$ cat config.mk
export PLATFORM = sky130hd
export DESIGN_NAME = sleep_wake_ctrl
export DESIGN_NICKNAME = d
export VERILOG_FILES = /design/src/rtl/swc_pkg.sv /design/src/rtl/swc_rst_sync.sv /design/src/rtl/swc_pend_detect.sv /design/src/rtl/swc_fsm.sv /design/src/rtl/swc_vector.sv /design/src/rtl/sleep_wake_ctrl.sv
export SDC_FILE = /design/constraint.sdc
export NUM_CORES = 1
export LEC_CHECK = 0
export ABC_AREA = 1
export BUFFER_PORTS_ARGS = -buffer_cell sky130_fd_sc_hd__buf_2
export CAP_MARGIN = 20
export CORE_AREA = 10 10 47 49
export DETAILED_ROUTE_END_ITERATION = 8
export DIE_AREA = 0 0 57 59
export PLACE_DENSITY = 0.9
export SETUP_SLACK_MARGIN = 0.4
export SLEW_MARGIN = 20
export SYNTH_ARGS = -nofsm -noshare
export SYNTH_HDL_FRONTEND = slang
export SYNTH_HIERARCHICAL = 1
export SYNTH_SLANG_ARGS = --single-unit
$ cat constraint.sdc
create_clock -name clk_i -period 1.56 [get_ports clk_i]
set_input_delay 0.156 -clock clk_i [delete_from_list [all_inputs] [get_ports clk_i]]
set_output_delay 0.156 -clock clk_i [all_outputs]
set_load 0.02 [all_outputs]
$ cat src/rtl/swc_pkg.sv
package swc_pkg;
  typedef enum logic {
    ST_AWAKE  = 1'b0,
    ST_ASLEEP = 1'b1
  } pwr_state_e;

  localparam int unsigned STAT_W = 8;
  localparam int unsigned PD_POS = 2;
  localparam int unsigned TO_POS = 3;
endpackage

$ cat src/rtl/swc_rst_sync.sv
module swc_rst_sync #(
  parameter int unsigned STAGES = 2
) (
  input  logic clk_i,
  input  logic rst_ni,
  output logic rst_sync_no
);
  logic [STAGES-1:0] sync_q;

  always_ff @(posedge clk_i or negedge rst_ni) begin
    if (!rst_ni) sync_q <= '0;
    else         sync_q <= {sync_q[STAGES-2:0], 1'b1};
  end

  assign rst_sync_no = sync_q[STAGES-1];
endmodule

$ cat src/rtl/swc_pend_detect.sv
module swc_pend_detect #(
  parameter int unsigned NUM_SRC = 11
) (
  input  logic [NUM_SRC-1:0] flag_i,
  input  logic [NUM_SRC-1:0] en_i,
  output logic               any_pend_o
);
  logic [NUM_SRC-1:0] live;

  for (genvar g = 0; g < NUM_SRC; g++) begin : g_src
    assign live[g] = flag_i[g] & en_i[g];
  end

  assign any_pend_o = |live;
endmodule

$ cat src/rtl/swc_fsm.sv
module swc_fsm
  import swc_pkg::*;
(
  input  logic clk_i,
  input  logic rst_ni,
  input  logic sleep_req_i,
  input  logic any_pend_i,
  input  logic wdt_timeout_i,
  output logic clk_en_o,
  output logic wdt_clr_o,
  output logic wake_o,
  output logic pd_o,
  output logic to_o,
  output logic enter_o,
  output logic irq_wake_o
);
  pwr_state_e state_q;
  logic       enter, leave;

  assign enter      = (state_q == ST_AWAKE) && sleep_req_i && !any_pend_i;
  assign leave      = (state_q == ST_ASLEEP) && (any_pend_i || wdt_timeout_i);
  assign enter_o    = enter;
  assign irq_wake_o = (state_q == ST_ASLEEP) && any_pend_i;

  always_ff @(posedge clk_i or negedge rst_ni) begin
    if (!rst_ni) begin
      state_q   <= ST_AWAKE;
      clk_en_o  <= 1'b1;
      wdt_clr_o <= 1'b0;
      wake_o    <= 1'b0;
      pd_o      <= 1'b1;
      to_o      <= 1'b1;
    end else begin
      wdt_clr_o <= enter;
      wake_o    <= leave;
      if (enter) begin
        state_q  <= ST_ASLEEP;
        clk_en_o <= 1'b0;
        pd_o     <= 1'b0;
        to_o     <= 1'b1;
      end else if (leave) begin
        state_q  <= ST_AWAKE;
        clk_en_o <= 1'b1;
        if (wdt_timeout_i) to_o <= 1'b0;
      end
    end
  end
endmodule

$ cat src/rtl/swc_vector.sv
module swc_vector (
  input  logic clk_i,
  input  logic rst_ni,
  input  logic enter_i,
  input  logic irq_wake_i,
  input  logic gie_i,
  input  logic insn_done_i,
  output logic vector_o
);
  logic armed_q;

  always_ff @(posedge clk_i or negedge rst_ni) begin
    if (!rst_ni) begin
      armed_q  <= 1'b0;
      vector_o <= 1'b0;
    end else begin
      vector_o <= 1'b0;
      if (enter_i) begin
        armed_q <= 1'b0;
      end else if (irq_wake_i && gie_i) begin
        armed_q <= 1'b1;
      end else if (armed_q && insn_done_i) begin
        armed_q  <= 1'b0;
        vector_o <= 1'b1;
      end
    end
  end
endmodule

$ cat src/rtl/sleep_wake_ctrl.sv
module sleep_wake_ctrl
  import swc_pkg::*;
#(
  parameter int unsigned NUM_SRC = 11
) (
  input  logic               clk_i,
  input  logic               rst_ni,
  input  logic               sleep_req_i,
  input  logic [NUM_SRC-1:0] irq_flag_i,
  input  logic [NUM_SRC-1:0] irq_en_i,
  input  logic               gie_i,
  input  logic               wdt_timeout_i,
  input  logic               insn_done_i,
  output logic               clk_en_o,
  output logic               wdt_clr_o,
  output logic               wake_o,
  output logic               vector_o,
  output logic [STAT_W-1:0]  status_o
);
  logic rst_sync_n;
  logic any_pend;
  logic pd, to, enter, irq_wake;

  swc_rst_sync #(.STAGES(2)) u_rst (
    .clk_i       (clk_i),
    .rst_ni      (rst_ni),
    .rst_sync_no (rst_sync_n)
  );

  swc_pend_detect #(.NUM_SRC(NUM_SRC)) u_pend (
    .flag_i     (irq_flag_i),
    .en_i       (irq_en_i),
    .any_pend_o (any_pend)
  );

  swc_fsm u_fsm (
    .clk_i         (clk_i),
    .rst_ni        (rst_sync_n),
    .sleep_req_i   (sleep_req_i),
    .any_pend_i    (any_pend),
    .wdt_timeout_i (wdt_timeout_i),
    .clk_en_o      (clk_en_o),
    .wdt_clr_o     (wdt_clr_o),
    .wake_o        (wake_o),
    .pd_o          (pd),
    .to_o          (to),
    .enter_o       (enter),
    .irq_wake_o    (irq_wake)
  );

  swc_vector u_vec (
    .clk_i       (clk_i),
    .rst_ni      (rst_sync_n),
    .enter_i     (enter),
    .irq_wake_i  (irq_wake),
    .gie_i       (gie_i),
    .insn_done_i (insn_done_i),
    .vector_o    (vector_o)
  );

  always_comb begin
    status_o         = '0;
    status_o[PD_POS] = pd;
    status_o[TO_POS] = to;
  end
endmodule

Word-level counts from Yosys, hierarchy flattened
Cells that the tools add are included.

word-level totals
  word-level logic and storage cells = 47
  output and inout port bits = 12
  register bits = 10
  bits of input ports = 28

operators by class
  muxes and demuxes = 13
  bitwise operators = 12
  reductions and logical operators = 13

operator list
  operator             count
  1-bit 2-to-1 mux     13
  1-bit bitwise AND    11
  11-bit OR reduction  1
  1-bit logical AND    6
  2-bit nonzero test   2
  3-bit nonzero test   1
  2-bit AND reduction  1
  1-bit zero test      1
  1-bit logical OR     1
  1-bit inverter       1

Longest topological paths before layout
Gate-level depths: netlist of the first run.

  word-level depth = 6
  depth in mapped cells = 10
  mapped depth without buffers = 10

Hierarchy
The synthesis of the first run kept the hierarchy.

modules (own cells, without submodules)
  module           area an instance (um^2)  cells each  sequential area each (um^2)  times used
  swc_fsm          226.5                    23          153.9                        1
  swc_vector       86.3                     11          50.0                         1
  swc_pend_detect  80.1                     21          0.0                          1
  sleep_wake_ctrl  63.8                     9           0.0                          1
  swc_rst_sync     53.8                     3           50.0                         1

Worst setup path after synthesis of the first run
Ideal clock, no wire load.

  path type = input to register
  start point = input port irq_flag_i[4]
  end point = register u_vec.armed_q
  arrival time = 0.854 ns
  path slack = 0.589 ns
  setup time = 0.117 ns
  cell stages on the path = 10
  buffers on the path = 0
  required time = 1.443 ns
  cells stage by stage = nand2_1 > nand2_1 > nor2_1 > nand3_1 > nor2_1 > nand2_2 > inv_2 > inv_2 > nand3_1 > nand2_1

on the way
  elaborated cells between the ends (all ways) = 9
  those cells by class = 2 x mux; 1 x bitwise; 6 x reduce/logical

RTL lines
  element                                                                  line                   RTL
  start: declaration                                                       sleep_wake_ctrl.sv:9   input logic [NUM_SRC-1:0] irq_flag_i,
  1-bit bitwise AND (*)                                                    swc_pend_detect.sv:11  assign live[g] = flag_i[g] & en_i[g];
  11-bit OR reduction (*)                                                  swc_pend_detect.sv:14  assign any_pend_o = |live;
  via any_pend                                                             sleep_wake_ctrl.sv:21  logic any_pend;
  1-bit zero test (*)                                                      swc_fsm.sv:20          assign enter = (state_q == ST_AWAKE) && sleep_req_i && !any_pend_i;
  1-bit logical AND (*)                                                    swc_fsm.sv:20
  via enter                                                                sleep_wake_ctrl.sv:22  logic pd, to, enter, irq_wake;
  3-bit nonzero test (no line) / 1-bit 2-to-1 mux (equally long branches)  --
  end signal: assignment                                                   swc_vector.sv:14       armed_q <= 1'b0;
  end signal: assignment                                                   swc_vector.sv:19       armed_q <= 1'b0;
  end signal: assignment                                                   swc_vector.sv:21       armed_q <= 1'b1;
  end: declaration                                                         swc_vector.sv:10       logic armed_q;

Mark *: on every way through the listed nets, which the timed path passes. The rest lies on a longest branch.
A chain may end at the register's enable or synchronous reset.

Worst setup path in the final report of the first run
  start point = register u_fsm.to_o
  end point = output port status_o[3]

RTL lines
  element                   line                   RTL
  start: declaration        swc_fsm.sv:13          output logic to_o,
  start signal: assignment  swc_fsm.sv:32          to_o <= 1'b1;
  start signal: assignment  swc_fsm.sv:40          to_o <= 1'b1;
  start signal: assignment  swc_fsm.sv:44          if (wdt_timeout_i) to_o <= 1'b0;
  end: declaration          sleep_wake_ctrl.sv:18  output logic [STAT_W-1:0] status_o

No word-level cell between the ends.

==> results of run 1 <==
## synthesized netlist by cell type
cell	number
sky130_fd_sc_hd__inv_1	5
sky130_fd_sc_hd__nand3_1	3
sky130_fd_sc_hd__nor2_2	1
sky130_fd_sc_hd__nand2_1	27
sky130_fd_sc_hd__nand2_2	2
sky130_fd_sc_hd__conb_1	2
sky130_fd_sc_hd__o21ai_1	1
sky130_fd_sc_hd__inv_2	3
sky130_fd_sc_hd__dfrtp_1	7
sky130_fd_sc_hd__dfstp_2	3
sky130_fd_sc_hd__nor2_1	5
sky130_fd_sc_hd__buf_4	8
## metal layers
metal / vias up / part of all wire
met5: - / 0
li1: 251 / -
met2: 18 / 0.57
met4: 0 / 0
met3: 0 / 0.12
met1: 210 / 0.31
## power breakdown
part,total (mW),switching [mW],internal (mW),leakage (nW)
registers,0.331,0.0190,0.312,0.124
clock network,0.181,0.0821,0.0985,0.0150
logic,0.173,0.105,0.0680,0.307
total,0.685,0.206,0.479,0.446
## final cells by class
class / instances / area share
Multi-Input combinational cell: 46 / 0.268
Sequential cell: 10 / 0.368
Clock buffer: 4 / 0.0380
Tap cell: 16 / 0.0290
Inverter: 8 / 0.0435
Timing Repair Buffer: 34 / 0.254
## kinds of logic (layout without fill, tap and decap cells)
| group | Yosys count | after routing |
|---|---|---|
| and+or+nand+nor | 38 | 38 |
| other | 2 | 7 |
| AOI/OAI and AO/OA | 1 | 1 |
| DFF | 10 | 10 |
| buffers and inverters | 16 | 46 |
## path summary, 6_finish.rpt
kind,from,endpoint,cells after the start
min in group asynchronous,u_rst/sync_q[1],u_fsm/state_q,0
worst min-delay path,wdt_timeout_i,u_fsm/state_q,2
worst min register to register,u_rst/sync_q[1],u_fsm/state_q,0
worst max register to register,u_fsm/state_q,u_vec/armed_q,6
worst max-delay path,u_fsm/to_o,status_o[3],1
max in group asynchronous,u_rst/sync_q[1],u_fsm/clk_en_o,0
## metrics by stage
stage,cells,util
after floorplan,72,-
after global placement,113,0.467
after detailed placement,113,0.467
after CTS,118,0.493
after global routing,118,0.493
final,118,0.493
## state kept, by name, indices dropped and copies added (netlist names)
name,cells
u_vec/vector_o,1
u_fsm/to_o,1
u_fsm/clk_en_o,1
u_fsm/wake_o,1
u_fsm/state_q,1
u_vec/armed_q,1
u_rst/sync_q,2
u_fsm/wdt_clr_o,1
u_fsm/pd_o,1
==> impl_summary.txt, run 1 <==
----------------------------------------------------
[Outcome]
  Status ... completed

[Timing]
  Unrepaired setup endpoints after global routing ... no
  Number of max-slew violations in the final report ... 0
  Final hold violation count ... 0
  Achievable frequency ... 0.905 GHz
  Final worst hold slack ... 0.0805 ns
  Final worst clock skew ... 0.00610 ns
  Final Worst Setup Slack ... 0.455 ns
  Final period demand of the worst path ... 1.11 ns
  Post-route clock period utilization ... 0.709
  Setup violations, final ... 0
  Final total negative setup slack ... 0 ns

[Die]
  Die Y-Extent ... 59 µm
  # IOs ... 40
  Area enclosed by the die boundary ... 3360 µm²
  Core footprint ... 1400 µm²
  Die span in x ... 57 µm
  Number of cell rows ... 14
  Initial core utilization ... 0.364

[Worst setup path]
  Class of the most critical setup path ... register to primary output
  Data arrival, critical path ... 0.95 ns
  Highest net fanout along the worst path ... 2
  Required time worst endpoint ... 1.40 ns
  Cells along the critical path ... buf_2
  Worst-case register-to-register setup slack ... 0.58 ns
  Worst Setup End Kind ... primary output
  Cell family contributing the most delay on the critical path ... flip-flops
  Startpoint Class ... register
  Buffers and inverters on the worst path ... 1
  Cell at the slowest stage of the critical path ... sky130_fd_sc_hd__dfstp_2
  Worst stage delay on the critical path ... 0.53 ns

[Layout]
  Nets@finish ... 131
  Count of inserted antenna diode cells ... 0
  Filler cell count in the final layout ... 144
  Commonest cells after routing, fill and taps aside ... sky130_fd_sc_hd__buf_2, sky130_fd_sc_hd__nand2_1, sky130_fd_sc_hd__conb_1, sky130_fd_sc_hd__dfrtp_1
  Final standard cell area without fillers ... 691 µm²
  Fraction of final layout cells with drive strength greater than 1 ... 0.441
  Register area ... 254 µm²
  Footprint of the multi-input gates ... 185 µm²
  Commonest non-fill, non-tap cell in the layout ... sky130_fd_sc_hd__buf_2
  Area delta synth->final ... 35.3%

[Route]
  Post-detailed-route via-to-cell ratio ... 4.06
  Total Routed Length ... 1340 µm
  Average wire per standard cell ... 11.3 µm
  Antenna Violating Nets Remaining ... 0
  Number of remaining DRC errors ... 0
  Vias after detailed routing ... 479
  DR iter-0 viols ... 8
  Number of iterations in the first detailed-routing pass ... 4

[Placed design]
  Sum of net half-perimeters after detailed placement ... 1160 µm
  Placer's final routability congestion estimate ... 0.628
  Placement Cell Area ... 654 µm²
  DP Worst Slack ... 0.362 ns
  # port buffers ... 33

[GRT]
  Gr ovfl total ... 0
  GRT Util Overall ... 0.0770
  Maximum number of pins on one net before global-route repair ... 9
  Initial antenna violation count ... 0
  Global route hottest layer ... met2
  First-pass GRT wire length ... 2040 µm
  Number of global-route vias before repair ... 492
  Met2 usage in global routing ... 0.146
  Met3 routing resource usage after global routing ... 0.0451
  GRT met1 Usage ... 0.0566

[CTS]
  Clock tree sinks ... 10
  CTS tree ... done
  CTS Buf Count ... 3
  Cts-stage hold buffer count ... 1
  Clk slew on worst S/H paths ... 0.06 ns
  Number of levels the H-tree was split into ... 1
  Post-cts repair resize count ... 0
  Maximum clock insertion buffer count ... 2
  Clock latency on the worst-skew pair ... 0.26 ns
  Root Buffer Master ... sky130_fd_sc_hd__clkbuf_4
  Postcts setup bufs ... 0

[Synthesis]
  Flip-flop and latch count after synthesis ... 10
  Yosys top cell by area ... sky130_fd_sc_hd__dfrtp_1
  Adder-cell area share of the yosys netlist ... 0
  Cells taking the most area after synthesis ... sky130_fd_sc_hd__dfrtp_1, sky130_fd_sc_hd__nand2_1, sky130_fd_sc_hd__dfstp_2, sky130_fd_sc_hd__buf_4, sky130_fd_sc_hd__inv_1
  Basic-gate share of the synthesized area counting and, or, nand and nor cells ... 0.301
  YS warnings ... 6
  Mean instance size in the synthesized netlist ... 7.62 µm²
  Proportion of synthesized area in mux cells ... 0
  Post-synthesis compound-gate area fraction ... 0.00980
  Post-synthesis cell type count ... 12
  Number of cells produced by synthesis ... 67
  Combinational family with the most area after synthesis ... simple AND/OR/NAND/NOR gates
  Share of synthesized area occupied by flip-flops and latches ... 0.498
  Fraction of synthesized cell area taken by the top area cell type ... 0.343
  XOR/XNOR share of the synthesized area ... 0
  Cell Area, Synth ... 510 µm²

[Power and ir drop]
  Pwr Density ... 991 nW/µm²
  Sum of internal, switching and leakage power ... 0.685 mW
  Worst IR drop on VDD ... 0.000407 V
  Leakage dissipation ... 0.446 nW

[Job]
  Max-cap check violation count ... 0

[Worst hold path]
  Path type of the worst min-delay path ... input port to register

----------------------------------------------------
No activity file was read; power rests on OpenSTA's default activity.
==> run 2: changes to the inputs <==
ABC_AREA = 0   (was 1)
CORE_AREA = default   (was 10 10 47 49)
CORE_MARGIN = 10   (was default)
CORE_UTILIZATION = 33   (was default)
DIE_AREA = default   (was 0 0 57 59)
PLACE_DENSITY = 0.84   (was 0.9)
clock period = 1 ns   (was 1.56 ns; I/O delays follow)
==> impl_summary.txt, run 2 <==
----------------------------------------------------
[Layout]
  Fin cells ... 104 (-12%)
  Nets@finish ... 118 (-9.9%)
  Largest register FFs ... 2 (unchanged)
  Count of inserted antenna diode cells ... 0 (unchanged)
  Footprint of the multi-input gates ... 196 µm² (+6.1%)
  Fraction of final layout cells with drive strength greater than 1 ... 0.629 (+0.188)
  Largest reg by FF count ... u_rst/sync_q
  Commonest non-fill, non-tap cell in the layout ... sky130_fd_sc_hd__buf_2
  Share of the core filled with cells in the final layout ... 0.582 (+0.0886)
  Register area ... 254 µm² (unchanged)
  Commonest cells after routing, fill and taps aside ... sky130_fd_sc_hd__buf_2, sky130_fd_sc_hd__buf_6, sky130_fd_sc_hd__conb_1, sky130_fd_sc_hd__buf_4, sky130_fd_sc_hd__dfrtp_1
  Filler cell count in the final layout ... 121 (-16%)
  Area delta synth->final ... 59.5%

[Worst hold path]
  Path type of the worst min-delay path ... input port to register

[Die]
  Area enclosed by the die boundary ... 3460 µm² (+3.0%)
  Core footprint ... 1370 µm² (-2.5%)
  Number of cell rows ... 13 (-1)
  # IOs ... 40 (unchanged)
  Die span in x ... 58.8 µm (+3.2%)
  Die Y-Extent ... 58.8 µm (-0.26%)
  Initial core utilization ... 0.364 (about the same)

[Route]
  Number of iterations in the first detailed-routing pass ... 4 (unchanged)
  Total Routed Length ... 1430 µm (+6.6%)
  Post-detailed-route via-to-cell ratio ... 4.65 (+15%)
  DR iter-0 viols ... 6 (-2)
  Average wire per standard cell ... 13.7 µm (+21%)
  Antenna Violating Nets Remaining ... 0 (unchanged)
  Number of remaining DRC errors ... 0 (unchanged)
  Vias after detailed routing ... 484 (+1.0%)

[Synthesis]
  Proportion of synthesized area in mux cells ... 0 (unchanged)
  Post-synthesis compound-gate area fraction ... 0.176 (+0.166)
  YS warnings ... 6 (unchanged)
  Number of flops mapped to enable cells by yosys ... 0 (unchanged)
  Yosys top cell by area ... sky130_fd_sc_hd__dfrtp_1
  Cell Area, Synth ... 498 µm² (-2.5%)
  Most frequent cells after synthesis ... sky130_fd_sc_hd__buf_4, sky130_fd_sc_hd__dfrtp_1, sky130_fd_sc_hd__nor2_1, sky130_fd_sc_hd__a21oi_1, sky130_fd_sc_hd__dfstp_2
  Post-synthesis cell type count ... 21 (+9)
  Share of flip-flops with an asynchronous set or reset after synthesis ... 1.00 (unchanged)
  Basic-gate share of the synthesized area counting and, or, nand and nor cells ... 0.156 (-0.146)
  Fraction of synthesized cell area taken by the top area cell type ... 0.352 (+0.00862)
  Flip-flop and latch count after synthesis ... 10 (unchanged)
  XOR/XNOR share of the synthesized area ... 0 (unchanged)
  Adder-cell area share of the yosys netlist ... 0 (unchanged)
  Primary flip-flop cell chosen by synthesis mapping ... sky130_fd_sc_hd__dfrtp_1
  Share of synthesized area occupied by flip-flops and latches ... 0.510 (+0.0125)
  Number of cells produced by synthesis ... 47 (-30%)
  Mean instance size in the synthesized netlist ... 10.6 µm² (+39%)
  Cells taking the most area after synthesis ... sky130_fd_sc_hd__dfrtp_1, sky130_fd_sc_hd__dfstp_2, sky130_fd_sc_hd__buf_4, sky130_fd_sc_hd__nor2_1, sky130_fd_sc_hd__nor2b_2
  Combinational family with the most area after synthesis ... compound AO/OA/AOI/OAI gates
  Most numerous cell in the Yosys netlist ... sky130_fd_sc_hd__buf_4

[CTS]
  Number of levels the H-tree was split into ... 1 (unchanged)
  Clk slew on worst S/H paths ... 0.07 ns (about the same)
  Clock latency on the worst-skew pair ... 0.27 ns (about the same)
  Clock tree sinks ... 10 (unchanged)
  CTS tree ... done
  Root Buffer Master ... sky130_fd_sc_hd__clkbuf_4
  CTS Buf Count ... 3 (unchanged)
  Maximum clock insertion buffer count ... 2 (unchanged)

[GRT]
  Gr ovfl total ... 0 (unchanged)
  GRT Util Overall ... 0.0834 (+0.00635)
  First-pass GRT wire length ... 2190 µm (+7.4%)
  Number of global-route vias before repair ... 545 (+11%)
  Maximum number of pins on one net before global-route repair ... 9 (unchanged)
  Initial antenna violation count ... 0 (unchanged)

[Outcome]
  Violations in the final reports ... negative setup slack
  Status ... finished, violations left

[Timing]
  Final period demand of the worst path ... 1.11 ns
  Achievable frequency ... 0.904 GHz
  Unrepaired setup endpoints after global routing ... yes
  Post-route clock period utilization ... 1.11
  Number of max-slew violations in the final report ... 0 (unchanged)
  Final hold violation count ... 0 (unchanged)
  Final worst clock skew ... 0.00455 ns (-0.00155 ns)
  Final Worst Setup Slack ... -0.106 ns (-0.560 ns)
  Setup violations, final ... 9 (+9)
  Final total negative setup slack ... -0.417 ns (-0.417 ns)
  Final worst hold slack ... 0.0572 ns (-0.0232 ns)

[Worst setup path]
  Startpoint Class ... input port
  Worst stage delay on the critical path ... 0.22 ns (-0.31 ns)
  Cell at the slowest stage of the critical path ... sky130_fd_sc_hd__a22o_1
  Cells along the critical path ... buf_6 > a22o_1 > a221oi_2 > and3_1 > nand2_2 > inv_2 > and3_4 > and4b_1
  Data arrival, critical path ... 1.26 ns (+0.31 ns)
  Required time worst endpoint ... 1.15 ns (-0.25 ns)
  Highest net fanout along the worst path ... 3 (+1)
  Worst Setup End Kind ... register
  Class of the most critical setup path ... input port to register
  Buffers and inverters on the worst path ... 2 (+1)
  Cell family contributing the most delay on the critical path ... simple AND/OR/NAND/NOR gates

[Placed design]
  Total placed cells including tap cells ... 94 (-17%)
  Sum of net half-perimeters after detailed placement ... 1160 µm (-0.37%)
  Placer's final routability congestion estimate ... 0.731 (+16%)
  # port buffers ... 33 (unchanged)

[Job]
  Max-cap check violation count ... 0 (unchanged)

[Power and ir drop]
  Leakage dissipation ... 0.435 nW (-2.5%)
  Sum of internal, switching and leakage power ... 1.06 mW (+55%)
  Pwr Density ... 1340 nW/µm² (+35%)
  Worst IR drop on VDD ... 0.000705 V (+73%)

----------------------------------------------------
[run 2: cell count changes after synthesis, moves of 3 or more]
cell and change:
sky130_fd_sc_hd__nand2_1 -25, sky130_fd_sc_hd__a21oi_1 +3, sky130_fd_sc_hd__inv_1 -3, sky130_fd_sc_hd__nand3_1 -3
[run 2: path summary, 6_finish.rpt]
check | start | endpoint | slack (ns) | cells after the start
setup / recovery | irq_flag_i[5] | u_vec/vector_o | -0.11 | 8
hold / removal | wdt_timeout_i | u_fsm/to_o | 0.06 | 2
setup reg to reg | u_fsm/state_q | u_vec/vector_o | -0.01 | 3
hold reg to reg | u_rst/sync_q[1] | u_fsm/state_q | 0.12 | 0
max in group asynchronous | u_rst/sync_q[1] | u_fsm/pd_o | 0.59 | 0
min in group asynchronous | u_rst/sync_q[1] | u_fsm/state_q | 0.12 | 0
[run 2: worst register-to-register path, cell delays in order (launching register included)]
cell	delay [ns]
sky130_fd_sc_hd__dfrtp_1	0.42
sky130_fd_sc_hd__inv_2	0.11
sky130_fd_sc_hd__and3_4	0.18
sky130_fd_sc_hd__and4b_1	0.18
[run 2: report_power, final]
| part | switching (mW) | leakage (nW) | internal [mW] | total (mW) |
|---|---|---|---|---|
| clock network | 0.141 | 0.0210 | 0.221 | 0.362 |
| logic | 0.106 | 0.290 | 0.136 | 0.241 |
| registers | 0.0188 | 0.124 | 0.440 | 0.459 |
| total | 0.265 | 0.435 | 0.796 | 1.06 |
[run 2: layer usage]
metal	track usage	vias to the layer above	share of wire
met3	0.0815	2	0.22
met2	0.120	43	0.45
met1	0.0736	209	0.32
met5	0	-	0
met4	0.0492	0	0.0098
li1	-	230	-
[run 2: cells by family after synthesis]
kind of cell	after synthesis
flops	10
compound gates	11
other cells	2
simple gates	13
buf+inv	11
[run 2: what timing repair did]
item | in CTS | in global routing
hold buffers | 1 | 0
endpoints found under the setup margin | 14 | 14
resized for setup | 14 | 1
setup buffers | 5 | 0
endpoints found under the hold margin | 2 | 0
pin swaps | 2 | 2
[run 2: layout make-up]
class | instances | share of cell area
Multi-Input combinational cell | 31 | 0.247
Tap cell | 15 | 0.0236
Timing Repair Buffer | 41 | 0.350
Inverter | 3 | 0.0142
Sequential cell | 10 | 0.320
Clock buffer | 4 | 0.0457
[run 2: per-stage QoR]
step / area (µm²) / setup WS, ns
after global placement: 658 / -0.356
after global routing: 795 / -0.149
after floorplan: 527 / -0.279
after CTS: 788 / -0.0974
after detailed placement: 658 / -0.384
final: 795 / -0.106
